[config.mk]
export PLATFORM = sky130hd
export DESIGN_NAME = prog_link_target
export DESIGN_NICKNAME = d
export VERILOG_FILES = /design/src/rtl/prog_link_pkg.sv /design/src/rtl/prog_link_sync.sv /design/src/rtl/prog_link_ctrl.sv /design/src/rtl/prog_link_datapath.sv /design/src/rtl/prog_link_target.sv
export SDC_FILE = /design/constraint.sdc
export NUM_CORES = 1
export LEC_CHECK = 0
export ABC_AREA = 1
export BUFFER_PORTS_ARGS = -buffer_cell sky130_fd_sc_hd__buf_2
export CAP_MARGIN = 10
export CORE_ASPECT_RATIO = 0.75
export CORE_MARGIN = 3
export CORE_UTILIZATION = 50
export CTS_CLUSTER_SIZE = 25
export DETAILED_ROUTE_END_ITERATION = 6
export PLACE_DENSITY = 0.7
export RECOVER_POWER = 50
export SLEW_MARGIN = 20
export SYNTH_ARGS = -nofsm -noshare
export SYNTH_HDL_FRONTEND = slang
export SYNTH_SLANG_ARGS = --single-unit
[constraint.sdc]
create_clock -name clk -period 3 [get_ports clk]
set_input_delay 0.15 -clock clk [delete_from_list [all_inputs] [get_ports clk]]
set_output_delay 0.15 -clock clk [all_outputs]
set_load 0.02 [all_outputs]
[src/rtl/prog_link_pkg.sv]
package prog_link_pkg;

  localparam int CMD_BITS = 6;

  typedef enum logic [2:0] {
    CMD_LOAD_CFG   = 3'd0,
    CMD_LOAD_PGM   = 3'd1,
    CMD_READ       = 3'd2,
    CMD_INC_ADDR   = 3'd3,
    CMD_BEGIN_PGM  = 3'd4,
    CMD_END_PGM    = 3'd5,
    CMD_BULK_ERASE = 3'd6,
    CMD_ROW_ERASE  = 3'd7
  } cmd_e;

  typedef enum logic [1:0] {
    ST_CMD  = 2'd0,
    ST_LOAD = 2'd1,
    ST_READ = 2'd2
  } link_state_e;

  // strobes from control to datapath
  typedef struct packed {
    logic cmdShift;
    logic frmShift;
    logic wordCapture;
    logic rdLoad;
    logic oeSet;
    logic outShift;
    logic oeClr;
    logic abort;
  } dp_ctl_t;

  typedef struct packed {
    logic valid;
    cmd_e cmd;
  } dec_t;

  // four-bit codes ignore c[5:4]; five-bit codes ignore c[5]
  function automatic dec_t decodeCmd(input logic [CMD_BITS-1:0] c);
    dec_t d;
    d.valid = 1'b1;
    d.cmd   = CMD_INC_ADDR;
    if      (c[3:0] == 4'b0000)  d.cmd = CMD_LOAD_CFG;
    else if (c[3:0] == 4'b0010)  d.cmd = CMD_LOAD_PGM;
    else if (c[3:0] == 4'b0100)  d.cmd = CMD_READ;
    else if (c[3:0] == 4'b0110)  d.cmd = CMD_INC_ADDR;
    else if (c[3:0] == 4'b1001)  d.cmd = CMD_BULK_ERASE;
    else if (c[4:0] == 5'b11000) d.cmd = CMD_BEGIN_PGM;
    else if (c[4:0] == 5'b01010) d.cmd = CMD_END_PGM;
    else if (c[4:0] == 5'b10001) d.cmd = CMD_ROW_ERASE;
    else                         d.valid = 1'b0;
    return d;
  endfunction

endpackage

[src/rtl/prog_link_sync.sv]
module prog_link_sync #(
  parameter int STAGES = 2
) (
  input  logic clk,
  input  logic rstN,
  input  logic pgmClk,
  input  logic pgmDatIn,
  output logic clkRise,
  output logic clkFall,
  output logic datBit
);
  // one extra clock stage holds the previous synchronized level
  logic [STAGES:0]   clkPipe;
  logic [STAGES-1:0] datPipe;

  always_ff @(posedge clk or negedge rstN) begin
    if (!rstN) begin
      clkPipe <= '0;
      datPipe <= '0;
    end else begin
      clkPipe <= {clkPipe[STAGES-1:0], pgmClk};
      datPipe <= {datPipe[STAGES-2:0], pgmDatIn};
    end
  end

  assign clkRise = clkPipe[STAGES-1] & ~clkPipe[STAGES];
  assign clkFall = ~clkPipe[STAGES-1] & clkPipe[STAGES];
  assign datBit  = datPipe[STAGES-1];

endmodule

[src/rtl/prog_link_ctrl.sv]
module prog_link_ctrl
  import prog_link_pkg::*;
#(
  parameter int FRAME_LEN = 16
) (
  input  logic                clk,
  input  logic                rstN,
  input  logic                inMode,
  input  logic                clkRise,
  input  logic                clkFall,
  input  logic                datBit,
  input  logic [CMD_BITS-2:0] cmdHist,
  output dp_ctl_t             ctl,
  output logic                cmdValid,
  output cmd_e                cmdCode
);
  localparam int CNT_W = $clog2(FRAME_LEN + 1);
  localparam logic [CNT_W-1:0] CMD_LAST   = CNT_W'(CMD_BITS - 1);
  localparam logic [CNT_W-1:0] FRAME_LAST = CNT_W'(FRAME_LEN - 1);

  link_state_e     stateQ, stateD;
  logic [CNT_W-1:0] cntQ, cntD;
  cmd_e            pendQ, pendD;
  logic            fire;
  cmd_e            fireCode;
  dec_t            dec;

  always_comb begin
    ctl      = '0;
    stateD   = stateQ;
    cntD     = cntQ;
    pendD    = pendQ;
    fire     = 1'b0;
    fireCode = pendQ;
    dec      = decodeCmd({datBit, cmdHist});
    if (!inMode) begin
      stateD    = ST_CMD;
      cntD      = '0;
      ctl.abort = 1'b1;
    end else begin
      case (stateQ)
        ST_CMD: begin
          if (clkFall) begin
            if (cntQ == CMD_LAST) begin
              cntD = '0;
              if (dec.valid) begin
                pendD    = dec.cmd;
                fireCode = dec.cmd;
                case (dec.cmd)
                  CMD_LOAD_CFG, CMD_LOAD_PGM: stateD = ST_LOAD;
                  CMD_READ: begin
                    stateD = ST_READ;
                    fire   = 1'b1;
                  end
                  default: fire = 1'b1;
                endcase
              end
            end else begin
              ctl.cmdShift = 1'b1;
              cntD         = cntQ + 1'b1;
            end
          end
        end
        ST_LOAD: begin
          if (clkFall) begin
            // data bits sit between the start and stop bit
            if (cntQ != '0 && cntQ != FRAME_LAST) ctl.frmShift = 1'b1;
            if (cntQ == FRAME_LAST) begin
              cntD            = '0;
              stateD          = ST_CMD;
              fire            = 1'b1;
              ctl.wordCapture = 1'b1;
            end else begin
              cntD = cntQ + 1'b1;
            end
          end
        end
        ST_READ: begin
          if (clkRise) begin
            if (cntQ == '0)              ctl.rdLoad   = 1'b1;
            else if (cntQ == 1)          ctl.oeSet    = 1'b1;
            else if (cntQ != FRAME_LAST) ctl.outShift = 1'b1;
            else                         ctl.oeClr    = 1'b1;
          end
          if (clkFall) begin
            if (cntQ == FRAME_LAST) begin
              cntD   = '0;
              stateD = ST_CMD;
            end else begin
              cntD = cntQ + 1'b1;
            end
          end
        end
        default: begin
          stateD = ST_CMD;
          cntD   = '0;
        end
      endcase
    end
  end

  always_ff @(posedge clk or negedge rstN) begin
    if (!rstN) begin
      stateQ   <= ST_CMD;
      cntQ     <= '0;
      pendQ    <= CMD_LOAD_CFG;
      cmdValid <= 1'b0;
      cmdCode  <= CMD_LOAD_CFG;
    end else begin
      stateQ   <= stateD;
      cntQ     <= cntD;
      pendQ    <= pendD;
      cmdValid <= fire;
      if (fire) cmdCode <= fireCode;
    end
  end

  AST_CNT_BOUND: assert property (@(posedge clk) disable iff (!rstN)
    cntQ <= FRAME_LAST) else $error("frame counter out of range");

  AST_ONE_SHOT: assert property (@(posedge clk) disable iff (!rstN)
    cmdValid |=> !cmdValid) else $error("strobe wider than one cycle");

  AST_CMD_COUNT: assert property (@(posedge clk) disable iff (!rstN)
    (stateQ == ST_CMD) |-> (cntQ <= CMD_LAST)) else $error("command overrun");

endmodule

[src/rtl/prog_link_datapath.sv]
module prog_link_datapath
  import prog_link_pkg::*;
#(
  parameter int WORD_W = 14
) (
  input  logic                clk,
  input  logic                rstN,
  input  dp_ctl_t             ctl,
  input  logic                datBit,
  input  logic [WORD_W-1:0]   rdData,
  output logic [CMD_BITS-2:0] cmdHist,
  output logic [WORD_W-1:0]   wordOut,
  output logic                datOut,
  output logic                datOe
);
  logic [WORD_W-1:0] frmSh;
  logic [WORD_W-1:0] rdSh;

  always_ff @(posedge clk or negedge rstN) begin
    if (!rstN) begin
      cmdHist <= '0;
      frmSh   <= '0;
      wordOut <= '0;
      rdSh    <= '0;
      datOut  <= 1'b0;
      datOe   <= 1'b0;
    end else begin
      if (ctl.cmdShift)    cmdHist <= {datBit, cmdHist[CMD_BITS-2:1]};
      if (ctl.frmShift)    frmSh   <= {datBit, frmSh[WORD_W-1:1]};
      if (ctl.wordCapture) wordOut <= frmSh;
      if (ctl.rdLoad)      rdSh    <= rdData;
      if (ctl.oeSet || ctl.outShift) begin
        datOut <= rdSh[0];
        rdSh   <= {1'b0, rdSh[WORD_W-1:1]};
      end
      if (ctl.oeSet) datOe <= 1'b1;
      if (ctl.oeClr || ctl.abort) begin
        datOe  <= 1'b0;
        datOut <= 1'b0;
      end
    end
  end

  AST_OE_STARTS_ON_SET: assert property (@(posedge clk) disable iff (!rstN)
    $rose(datOe) |-> $past(ctl.oeSet)) else $error("enable rose without a set");

endmodule

[src/rtl/prog_link_target.sv]
module prog_link_target
  import prog_link_pkg::*;
#(
  parameter int WORD_W      = 14,
  parameter int FRAME_LEN   = 16,
  parameter int SYNC_STAGES = 2
) (
  input  logic              clk,
  input  logic              rstN,
  input  logic              inMode,
  input  logic              pgmClk,
  input  logic              pgmDatIn,
  input  logic [WORD_W-1:0] rdData,
  output logic              pgmDatOut,
  output logic              pgmDatOe,
  output logic              cmdValid,
  output logic [2:0]        cmdCode,
  output logic [WORD_W-1:0] cmdWord
);
  logic                clkRise, clkFall, datBit;
  logic [CMD_BITS-2:0] cmdHist;
  dp_ctl_t             ctl;
  cmd_e                codeW;

  prog_link_sync #(.STAGES(SYNC_STAGES)) u_sync (
    .clk      (clk),
    .rstN     (rstN),
    .pgmClk   (pgmClk),
    .pgmDatIn (pgmDatIn),
    .clkRise  (clkRise),
    .clkFall  (clkFall),
    .datBit   (datBit)
  );

  prog_link_ctrl #(.FRAME_LEN(FRAME_LEN)) u_ctrl (
    .clk      (clk),
    .rstN     (rstN),
    .inMode   (inMode),
    .clkRise  (clkRise),
    .clkFall  (clkFall),
    .datBit   (datBit),
    .cmdHist  (cmdHist),
    .ctl      (ctl),
    .cmdValid (cmdValid),
    .cmdCode  (codeW)
  );

  prog_link_datapath #(.WORD_W(WORD_W)) u_dp (
    .clk     (clk),
    .rstN    (rstN),
    .ctl     (ctl),
    .datBit  (datBit),
    .rdData  (rdData),
    .cmdHist (cmdHist),
    .wordOut (cmdWord),
    .datOut  (pgmDatOut),
    .datOe   (pgmDatOe)
  );

  assign cmdCode = codeW;

  AST_ABORT_RELEASE: assert property (@(posedge clk) disable iff (!rstN)
    !inMode |=> (!pgmDatOe && !cmdValid)) else $error("abort left link active");

  AST_NO_STROBE_WHILE_DRIVING: assert property (@(posedge clk) disable iff (!rstN)
    pgmDatOe |-> !cmdValid) else $error("strobe during read drive");

endmodule

==> results.json, run 1 <==
{
  "drive_gt1_share_pct": 19.2,
  "drt_iter0_drc": 112,
  "syn-cell-area_um2": 3190,
  "syn_to_final_growth_pct": 12.9,
  "crit_path_end_kind": "flip-flop",
  "initial_utilization_pct": 53.1,
  "slowest_delay_ns": 0.42,
  "yosys-top-cells-count": "90 x nand2_1, 68 x dfrtp_1, 35 x o21ai_0",
  "placementRows": 24,
  "die-area_um2": 7390,
  "max_freq_mhz": 471,
  "wl_met1_um": 3120,
  "gp_congestion": 0.849,
  "antenna_found_initial": 0,
  "synth_edf_count": 0,
  "seqCellArea_um2": 1700,
  "async_flop_share_pct": 100,
  "path_max_fanout": 15,
  "cpMaxStageDelayCell": "dfrtp_1",
  "tns_ns": 0,
  "skew_ns": 0.00915,
  "clk_pin_slew_ns": 0.08,
  "seq_area_frac_synth_pct": 53.3,
  "cts_tree": "built",
  "wl_per_cell_um": 12.3,
  "fin_crit_ns": 2.12,
  "cts_root_buf": "clkbuf_8",
  "syn-mean-instance-area_um2": 8.97,
  "worst-path-stages": 9,
  "min_path_cells": 3,
  "crit_family": "simple AND/OR/NAND/NOR gates",
  "drv_cap": 0,
  "routed.top_layer": "met4",
  "cts_max_level": 3,
  "finalHoldViolCount": 0,
  "ys_types": 33,
  "outcome": "finished clean",
  "grt_max_degree": 46,
  "dp_cells": 465,
  "holdCritPathClass": "in2reg",
  "slew_viol_final": 0,
  "via_per_inst": 4.93,
  "syn_nets": 384,
  "grt_pass1_wl_um": 10500,
  "max-slew-margin-rel_pct": 20.9,
  "clkSinkCount": 68,
  "wl_met3_um": 320,
  "die_w_um": 98.3,
  "multiInputGateArea_um2": 1240,
  "grt_remaining_overflow": 0,
  "finalNetCount": 429,
  "io_pins": 39,
  "cts-resized-gates": 0,
  "dr_wl_met2_um": 2450,
  "n_antenna_cell": 0,
  "yosysTopAreaCell": "dfrtp_1",
  "synth.area.top_cells": "dfrtp_1 53%, nand2_1 11%, o21ai_0 5.5%, a21oi_1 5.2%, inv_1 3.8%",
  "rsz0062_at_grt": "no",
  "ys.warnings.count": 0,
  "cts_buffer_depth": 2,
  "synth-main-ff-cell": "dfrtp_1",
  "irDropWorstVdd_uv": 431,
  "dr.pass1.iters": 4,
  "crit_required_ns": 3.23,
  "wirelength_um": 5960,
  "die_y_um": 75.2,
  "worst-path-buf-inv": 1,
  "path_class": "reg2reg",
  "vias": 2384,
  "setup_viol": 0,
  "yosys_register_bits": 68,
  "cts_made_buffers": 9,
  "cp-start-kind": "flip-flop",
  "core_um2": 6010,
  "drc_errors": 0,
  "p_leak_uw": 0.00173,
  "hold_slack_ns": 0.0838,
  "dp_hpwl_um": 4240,
  "fill_cells": 547,
  "power_per_cell_area_nw_per_um2": 710,
  "first_global_vias": 2261,
  "syn_inst": 356,
  "port_buffers": 38,
  "clock_latency_ns": 0.35,
  "tightest_slew_ns": 1.19,
  "cts_setup_buffers": 0,
  "yosysTopAreaCellShare_pct": 53.3,
  "reg2reg_depth": 9,
  "cp_cell_sequence": "ha_1 -> nand2_1 -> nor2_1 -> ha_1 -> nand2_2 -> o21ai_4 -> inv_2 -> nor2_1 -> a21oi_1",
  "period_share_pct": 70.7,
  "synth_most_common_cell": "nand2_1",
  "worstPathArrival_ns": 2.35,
  "ant_nets": 0,
  "grt_usage_pct": 17.7,
  "final_cells": 484
}
per-stage QoR:
| stage | area, um^2 | total power (uW) | utilization (%) | setup WS, ns |
|---|---|---|---|---|
| 6_report | 3600 | 2560 | 60.0 | 0.879 |
| 4_1_cts | 3620 | 2590 | 60.2 | 0.903 |
| 3_5_place_dp | 3410 | 1880 | 56.7 | 0.911 |
| 5_1_grt | 3600 | 2750 | 60.0 | 0.629 |
| 2_1_floorplan | 3190 | 1710 | - | 1.27 |
| 3_3_place_gp | 3410 | 1850 | 56.7 | 1.01 |
routing by layer:
metal	global-route usage, %	vias to the layer above
li1	-	1240
met1	25.8	1085
met2	25.3	51
met3	5.19	8
met4	6.36	0
met5	0	-
worst paths after layout:
check / to / slack (ns) / from
max: u_dp.rdSh[0] / 0.88 / u_ctrl.cntQ[0]
min: u_dp.rdSh[1] / 0.08 / rdData[1]
max reg2reg: u_dp.rdSh[0] / 0.88 / u_ctrl.cntQ[0]
min reg2reg: u_sync.clkPipe[1] / 0.35 / u_sync.clkPipe[0]
max in group asynchronous: u_dp.wordOut[13] / 1.60 / rstN
min in group asynchronous: u_dp.datOut / 0.67 / rstN
report_power, final:
group / switching, uW / total (uW) / internal [uW] / leakage, uW
Combinational: 457 / 693 / 236 / 0.000727
Clock: 381 / 692 / 311 / 0.0000833
Sequential: 108 / 1170 / 1070 / 0.000923
flip-flops by register name, indices dropped and copies added, names as in the netlist, 2 cells and up:
signal / flops
u_ctrl.cmdCode: 3
u_ctrl.stateQ: 2
u_sync.datPipe: 2
u_dp.rdSh: 14
u_sync.clkPipe: 3
u_dp.wordOut: 14
u_ctrl.cntQ: 5
u_dp.cmdHist: 5
u_ctrl.pendQ: 3
u_dp.frmSh: 14
cell families after synthesis:
kind of cell	count (synthesis)	synth area share, %
and+or+nand+nor	150	21.8
AOI/OAI and AO/OA	78	13.6
adders and majority gates	9	3.53
buffers and inverters	51	7.76
DFF	68	53.3
final cells by class:
| type | count | area share [%] |
|---|---|---|
| Sequential cell | 68 | 47.2 |
| Multi-Input combinational cell | 237 | 34.5 |
| Timing Repair Buffer | 43 | 6.15 |
| Inverter | 42 | 4.41 |
| Clock buffer | 9 | 3.44 |
| Tap cell | 78 | 2.71 |
| Clock inverter | 7 | 1.60 |
repair_timing:
item                                    4_1_cts  5_1_grt
hold buffers                                  3        0
endpoints found under the setup margin        0        0
hold endpoints to repair                     70        0
cell usage in the layout (no fill, tap or decap), types with 9 or more instances in the layout:
cell type	netlist	routed
inv_1	32	32
nor2_1	25	25
clkbuf_8	0	9
nand2_1	90	90
a21oi_1	33	33
nand3_1	9	9
dfrtp_1	68	68
buf_2	0	32
ha_1	9	9
o21ai_0	35	35
worst reg2reg max path, delay by kind of cell, from the launching register on:
family,cells,cell delay (ns)
AO/OA/AOI/OAI,2,0.42
AND/OR/NAND/NOR,4,0.50
flip-flops,1,0.42
buffers and inverters,1,0.20
adder cells (fa/ha/maj),2,0.47
(Power assumes the default switching activity.)
==> run 2, diff against run 1 <==
==> constraint.sdc (replaced) <==
create_clock -name clk -period 2.15 [get_ports clk]
set_input_delay 0.1075 -clock clk [delete_from_list [all_inputs] [get_ports clk]]
set_output_delay 0.1075 -clock clk [all_outputs]
set_load 0.02 [all_outputs]
==> run 2 against run 1 <==
Sequential share of layout area fell by 0.28 points. Clock skew fell by 0.00089 ns. Register-to-register slack got worse by 0.66 ns.
==> results.json, run 2 (synthesized netlist as in run 1, its figures left out) <==
{
  "reg2reg_slack_ns": 0.22,
  "cts_max_level": 3,
  "clkSinkCount": 68,
  "cts_root_buf": "clkbuf_8",
  "syn_to_final_growth_pct": 13.6,
  "cp-start-kind": "flip-flop",
  "finalHoldViolCount": 0,
  "finalNetCount": 429,
  "wirelength_um": 5910,
  "max-slew-margin-rel_pct": 11.0,
  "drive_gt1_share_pct": 19.0,
  "final_cells": 484,
  "first_global_vias": 2249,
  "dr.pass1.iters": 4,
  "outcome": "finished clean",
  "die_w_um": 98.3,
  "wl_per_cell_um": 12.2,
  "critPathLaunch": "u_ctrl.cntQ[0]",
  "power_frac_seq_pct": 45.9,
  "n_antenna_cell": 0,
  "final_cell_mix": "90 x nand2_1, 68 x dfrtp_1, 35 x o21ai_0",
  "fin_crit_ns": 1.93,
  "grt_usage_pct": 17.2,
  "cpMaxStageDelayCell": "dfrtp_1",
  "power_per_cell_area_nw_per_um2": 984,
  "min-delay-start": "rdData[13]",
  "pwr-share-comb_pct": 27.0,
  "core_um2": 6010,
  "largest_registers": "u_dp.frmSh x14, u_dp.rdSh x14, u_dp.wordOut x14",
  "via_per_inst": 4.95,
  "worst-path-buf-inv": 1,
  "die-area_um2": 7390,
  "cts_made_buffers": 9,
  "ant_nets": 0,
  "switching_power_uw": 1310,
  "irDropWorstVdd_uv": 564,
  "worst-path-stages": 9,
  "path_class": "reg2reg",
  "drt_iter0_drc": 152,
  "grt_pass1_wl_um": 10100,
  "post-route-util_pct": 60.4,
  "crit_family": "adder cells",
  "slowest_delay_ns": 0.42,
  "clkPwrFrac_pct": 27.1,
  "initial_utilization_pct": 53.1,
  "clock_latency_ns": 0.34,
  "path_max_fanout": 9,
  "drv_cap": 0,
  "placementRows": 24,
  "reg2reg_depth": 9,
  "clk_pin_slew_ns": 0.08,
  "vias": 2396,
  "crit_required_ns": 2.41,
  "period_share_pct": 89.7,
  "final_common_cell": "nand2_1",
  "holdCritPathClass": "in2reg",
  "crit_path_end_kind": "flip-flop",
  "tightest_slew_ns": 1.33,
  "cp_cell_sequence": "ha_1 -> nand2_1 -> nor2_1 -> ha_2 -> nand2_2 -> o21ai_4 -> buf_4 -> a21oi_1 -> a21oi_1",
  "switching_share_pct": 36.7,
  "grt_max_degree": 46,
  "drc_errors": 0,
  "tns_ns": 0,
  "antenna_found_initial": 0,
  "grt_remaining_overflow": 0,
  "r2r-end": "u_dp.rdSh[4]",
  "port_buffers": 38,
  "die_y_um": 75.2,
  "rsz0062_at_grt": "no",
  "dp_hpwl_um": 4180,
  "max_freq_mhz": 519,
  "skew_ns": 0.00826,
  "cpMostUsedCell": "a21oi_1",
  "crit_end": "u_dp.rdSh[4]",
  "cts_setup_buffers": 0,
  "io_pins": 39,
  "p_int_uw": 2260,
  "timing.rr.start": "u_ctrl.cntQ[0]",
  "gp_congestion": 0.820,
  "cts_tree": "built",
  "p_leak_uw": 0.00173,
  "dp_cells": 465,
  "slew_viol_final": 0,
  "cts_buffer_depth": 2,
  "setup_viol": 0,
  "worstPathArrival_ns": 2.19
}
==> run 2: cell type report <==
cell class | count | area, um^2
Fill cell | 540 | 2380
Sequential cell | 68 | 1700
Multi-Input combinational cell | 237 | 1240
Timing Repair Buffer | 43 | 236
Inverter | 42 | 160
Clock buffer | 9 | 124
Tap cell | 78 | 97.6
Clock inverter | 7 | 60.1
==> run 2: layer usage <==
layer	vias to the layer above	track usage (%)	wire (um)
met4	0	3.64	47
met2	56	26.6	2470
met3	6	6.57	356
met5	-	0	0
met1	1087	23.6	3040
li1	1247	-	-
==> run 2: through the flow <==
stage                     instance area (um^2)  hold slack [ns]  setup WS, ns  power [uW]
after floorplan                           3190           -0.188         0.418        2380
after global placement                    3420            0.129         0.244        2590
after detailed placement                  3420            0.136         0.200        2620
after CTS                                 3630          0.00590         0.179        3600
after global routing                      3620           0.0131        0.0344        3830
final                                     3620           0.0237         0.221        3570
==> run 2: worst min path at each step <==
stage | end | depth (start not counted)
finish | u_dp.rdSh[13] | 2
global route | u_dp.rdSh[13] | 2
CTS | u_dp.rdSh[13] | 2
detailed placement | u_dp.datOut | 1
global placement | u_ctrl.cntQ[3] | 1
floorplan | u_ctrl.cmdCode[0] | 0
==> run 2: power groups by stage <==
stage	logic (uW)	clock network, uW	registers (uW)
after detailed placement	957	0	1660
after global placement	936	0	1660
after floorplan	743	0	1640
after global routing	1100	1060	1670
after CTS	968	996	1630
final	962	967	1640
==> run 2: timing repair <==
action / 4_1_cts / 5_1_grt
hold endpoints to repair: 25 / 0
setup endpoints to repair: 0 / 11
gates resized for setup: 0 / 2
hold buffers: 3 / 0
==> run 2: worst register-to-register path: stages (launching register included) <==
cell	delay [ns]
dfrtp_1	0.42
ha_1	0.19
nand2_1	0.07
nor2_1	0.15
ha_2	0.27
nand2_2	0.12
o21ai_4	0.23
buf_4	0.21
a21oi_1	0.06
a21oi_1	0.14
==> run 3, diff against run 2 <==
--- a/config.mk
+++ b/config.mk
@@ -5,15 +5,14 @@
 export SDC_FILE = /design/constraint.sdc
 export NUM_CORES = 1
 export LEC_CHECK = 0
-export ABC_AREA = 1
 export BUFFER_PORTS_ARGS = -buffer_cell sky130_fd_sc_hd__buf_2
 export CAP_MARGIN = 10
 export CORE_ASPECT_RATIO = 0.75
 export CORE_MARGIN = 3
-export CORE_UTILIZATION = 50
+export CORE_UTILIZATION = 58
 export CTS_CLUSTER_SIZE = 25
 export DETAILED_ROUTE_END_ITERATION = 6
-export PLACE_DENSITY = 0.7
+export PLACE_DENSITY = 0.8
 export RECOVER_POWER = 50
 export SLEW_MARGIN = 20
 export SYNTH_ARGS = -nofsm -noshare
==> run 3 against run 2 <==
The flow now finishes with violations (max-capacitance violations, max-slew violations, negative setup slack). Critical path depth down 2. Clock power increased by 21%. Area after synthesis grew 0.82%. Synthesized cell count fell by 31%. Critical endpoint unchanged. Highest routed layer unchanged.
==> results.json, run 3 <==
{
  "io_pins": 39,
  "via_per_inst": 5.56,
  "grt_usage_pct": 20.6,
  "irDropWorstVdd_uv": 589,
  "setup_slack_ns": -0.0947,
  "yosysTopAreaCellShare_pct": 52.9,
  "max_freq_mhz": 445,
  "slew_viol_final": 69,
  "antenna_found_initial": 0,
  "syn_to_final_growth_pct": 24.2,
  "crit_path_end_kind": "flip-flop",
  "initial_utilization_pct": 62.9,
  "syn-mean-instance-area_um2": 13.0,
  "dp_worst_setup_slack_ns": -0.0960,
  "tightest_slew_ns": 1.62,
  "cts_made_buffers": 9,
  "dr.pass1.iters": 4,
  "skew_ns": 0.00671,
  "ys_types": 50,
  "first_global_vias": 2194,
  "clk_pin_slew_ns": 0.07,
  "port_buffers": 38,
  "core_um2": 5120,
  "yosys_register_bits": 68,
  "tns_ns": -1.43,
  "fill_cells": 325,
  "final_cell_mix": "67 x dfrtp_1, 48 x mux2_2, 37 x buf_2",
  "holdCritPathClass": "in2reg",
  "dp_cells": 374,
  "grt_max_degree": 69,
  "placementRows": 22,
  "yosysTopAreaCell": "dfrtp_1",
  "drt_iter0_drc": 145,
  "power_per_cell_area_nw_per_um2": 753,
  "drc_errors": 0,
  "synth_most_common_cell": "dfrtp_1",
  "outcome": "finished with violations",
  "largest_registers": "u_dp.frmSh x14, u_dp.rdSh x14, u_dp.wordOut x14",
  "ant_nets": 0,
  "cts_max_level": 3,
  "post-route-util_pct": 78.1,
  "dp_hpwl_um": 4120,
  "die_w_um": 92.0,
  "synth_edf_count": 0,
  "path_class": "reg2reg",
  "cts_root_buf": "clkbuf_8",
  "grt_remaining_overflow": 0,
  "fin_crit_ns": 2.24,
  "path_max_fanout": 14,
  "p_leak_uw": 0.00197,
  "gp_congestion": 0.775,
  "clkSinkCount": 68,
  "drive_gt1_share_pct": 45.3,
  "period_share_pct": 104,
  "grt_pass1_wl_um": 10400,
  "syn-cell-area_um2": 3220,
  "drv_cap": 1,
  "seq_area_frac_synth_pct": 52.9,
  "cp-start-kind": "flip-flop",
  "wirelength_um": 6100,
  "vias": 2191,
  "final_cells": 394,
  "max-slew-margin-rel_pct": -7.73,
  "syn_inst": 247,
  "syn_nets": 275,
  "wl_per_cell_um": 15.5,
  "setup_viol": 27,
  "synth-main-ff-cell": "dfrtp_1",
  "die_y_um": 70.5,
  "crit_required_ns": 2.38,
  "async_flop_share_pct": 100,
  "rsz0062_at_grt": "yes",
  "power_uw": 3010,
  "synth.area.top_cells": "dfrtp_1 53%, mux2_2 17%, ha_1 3.5%, mux2_1 3.1%, inv_1 1.5%",
  "worstPathArrival_ns": 2.47,
  "yosys-top-cells-count": "68 x dfrtp_1, 49 x mux2_2, 13 x inv_1",
  "violations": "max-capacitance violations, max-slew violations, negative setup slack",
  "cts_buffer_depth": 2,
  "finalHoldViolCount": 0,
  "ys.warnings.count": 0,
  "finalNetCount": 345,
  "clock_latency_ns": 0.35,
  "final_common_cell": "dfrtp_1",
  "die-area_um2": 6490,
  "cts_tree": "built",
  "n_antenna_cell": 0
}
run 3: per-stage QoR:
stage | hold slack (ns) | area, um^2
2_1_floorplan | -0.188 | 3240
3_3_place_gp | 0.147 | 3720
3_5_place_dp | 0.151 | 3720
4_1_cts | 0.0792 | 4000
5_1_grt | 0.101 | 4000
6_report | 0.0967 | 4000
run 3: logic make-up (layout without fill, tap and decap cells):
| group | count (synthesis) | after routing | share of synthesized area, % |
|---|---|---|---|
| flops | 68 | 68 | 52.9 |
| mux | 59 | 59 | 20.6 |
| simple gates | 44 | 44 | 8.51 |
| compound gates | 42 | 42 | 10.8 |
| buf+inv | 23 | 98 | 3.15 |
| fa+ha+maj | 10 | 10 | 3.81 |
| xor+xnor | 1 | 1 | 0.272 |
run 3: timing repair:
| action | in CTS | in global routing |
|---|---|---|
| hold buffers | 3 | 0 |
| buffers inserted | 1 | 0 |
| endpoints found under the hold margin | 70 | 0 |
| endpoints found under the setup margin | 28 | 35 |
| resized for setup | 2 | 6 |
| pin swaps | 0 | 1 |
run 3: layout make-up:
| class | instances | area [um^2] | share of cell area [%] |
|---|---|---|---|
| flip-flops and latches | 68 | 1700 | 42.6 |
| inverters | 13 | 48.8 | 1.22 |
| well taps | 72 | 90.1 | 2.25 |
| clock buffers | 10 | 138 | 3.44 |
| multi-input cells | 156 | 1470 | 36.7 |
| repair buffers | 69 | 464 | 11.6 |
| clock inverters | 6 | 86.3 | 2.16 |
run 3: path summary, 6_finish.rpt:
| kind | startpoint | end | slack [ns] | cells after the start |
|---|---|---|---|---|
| min in group asynchronous | rstN | u_ctrl.cntQ[4] | 0.80 | 3 |
| worst min-delay path | rdData[6] | u_dp.rdSh[6] | 0.1 | 3 |
| worst max register to register | u_ctrl.cntQ[1] | u_dp.rdSh[4] | -0.09 | 7 |
| worst max-delay path | u_ctrl.cntQ[1] | u_dp.rdSh[4] | -0.09 | 7 |
| worst min register to register | u_sync.clkPipe[0] | u_sync.clkPipe[1] | 0.37 | 0 |
| max in group asynchronous | rstN | u_ctrl.cntQ[0] | 0.30 | 3 |
run 3: critical path, cell delays in order (launching register included):
cell,delay [ns]
dfrtp_1,0.39
inv_2,0.08
ha_4,0.12
or4b_4,0.47
a221oi_4,0.30
buf_12,0.19
mux2_1,0.32
mux2_2,0.27
run 3: where the power goes:
group | leakage (uW) | total, uW | switching, uW | internal, uW
logic | 0.000933 | 453 | 250 | 203
clock network | 0.000113 | 1170 | 490 | 684
registers | 0.000922 | 1380 | 51.6 | 1330
run 3: metal layers:
layer	part of all wire, %	GRT usage (%)	wire [um]	vias to the layer above
met5	0	0	0	-
met4	1.3	6.59	81	0
met3	5.5	7.53	337	11
met2	45	29.6	2750	54
met1	48	29.1	2940	1078
li1	-	-	-	1048
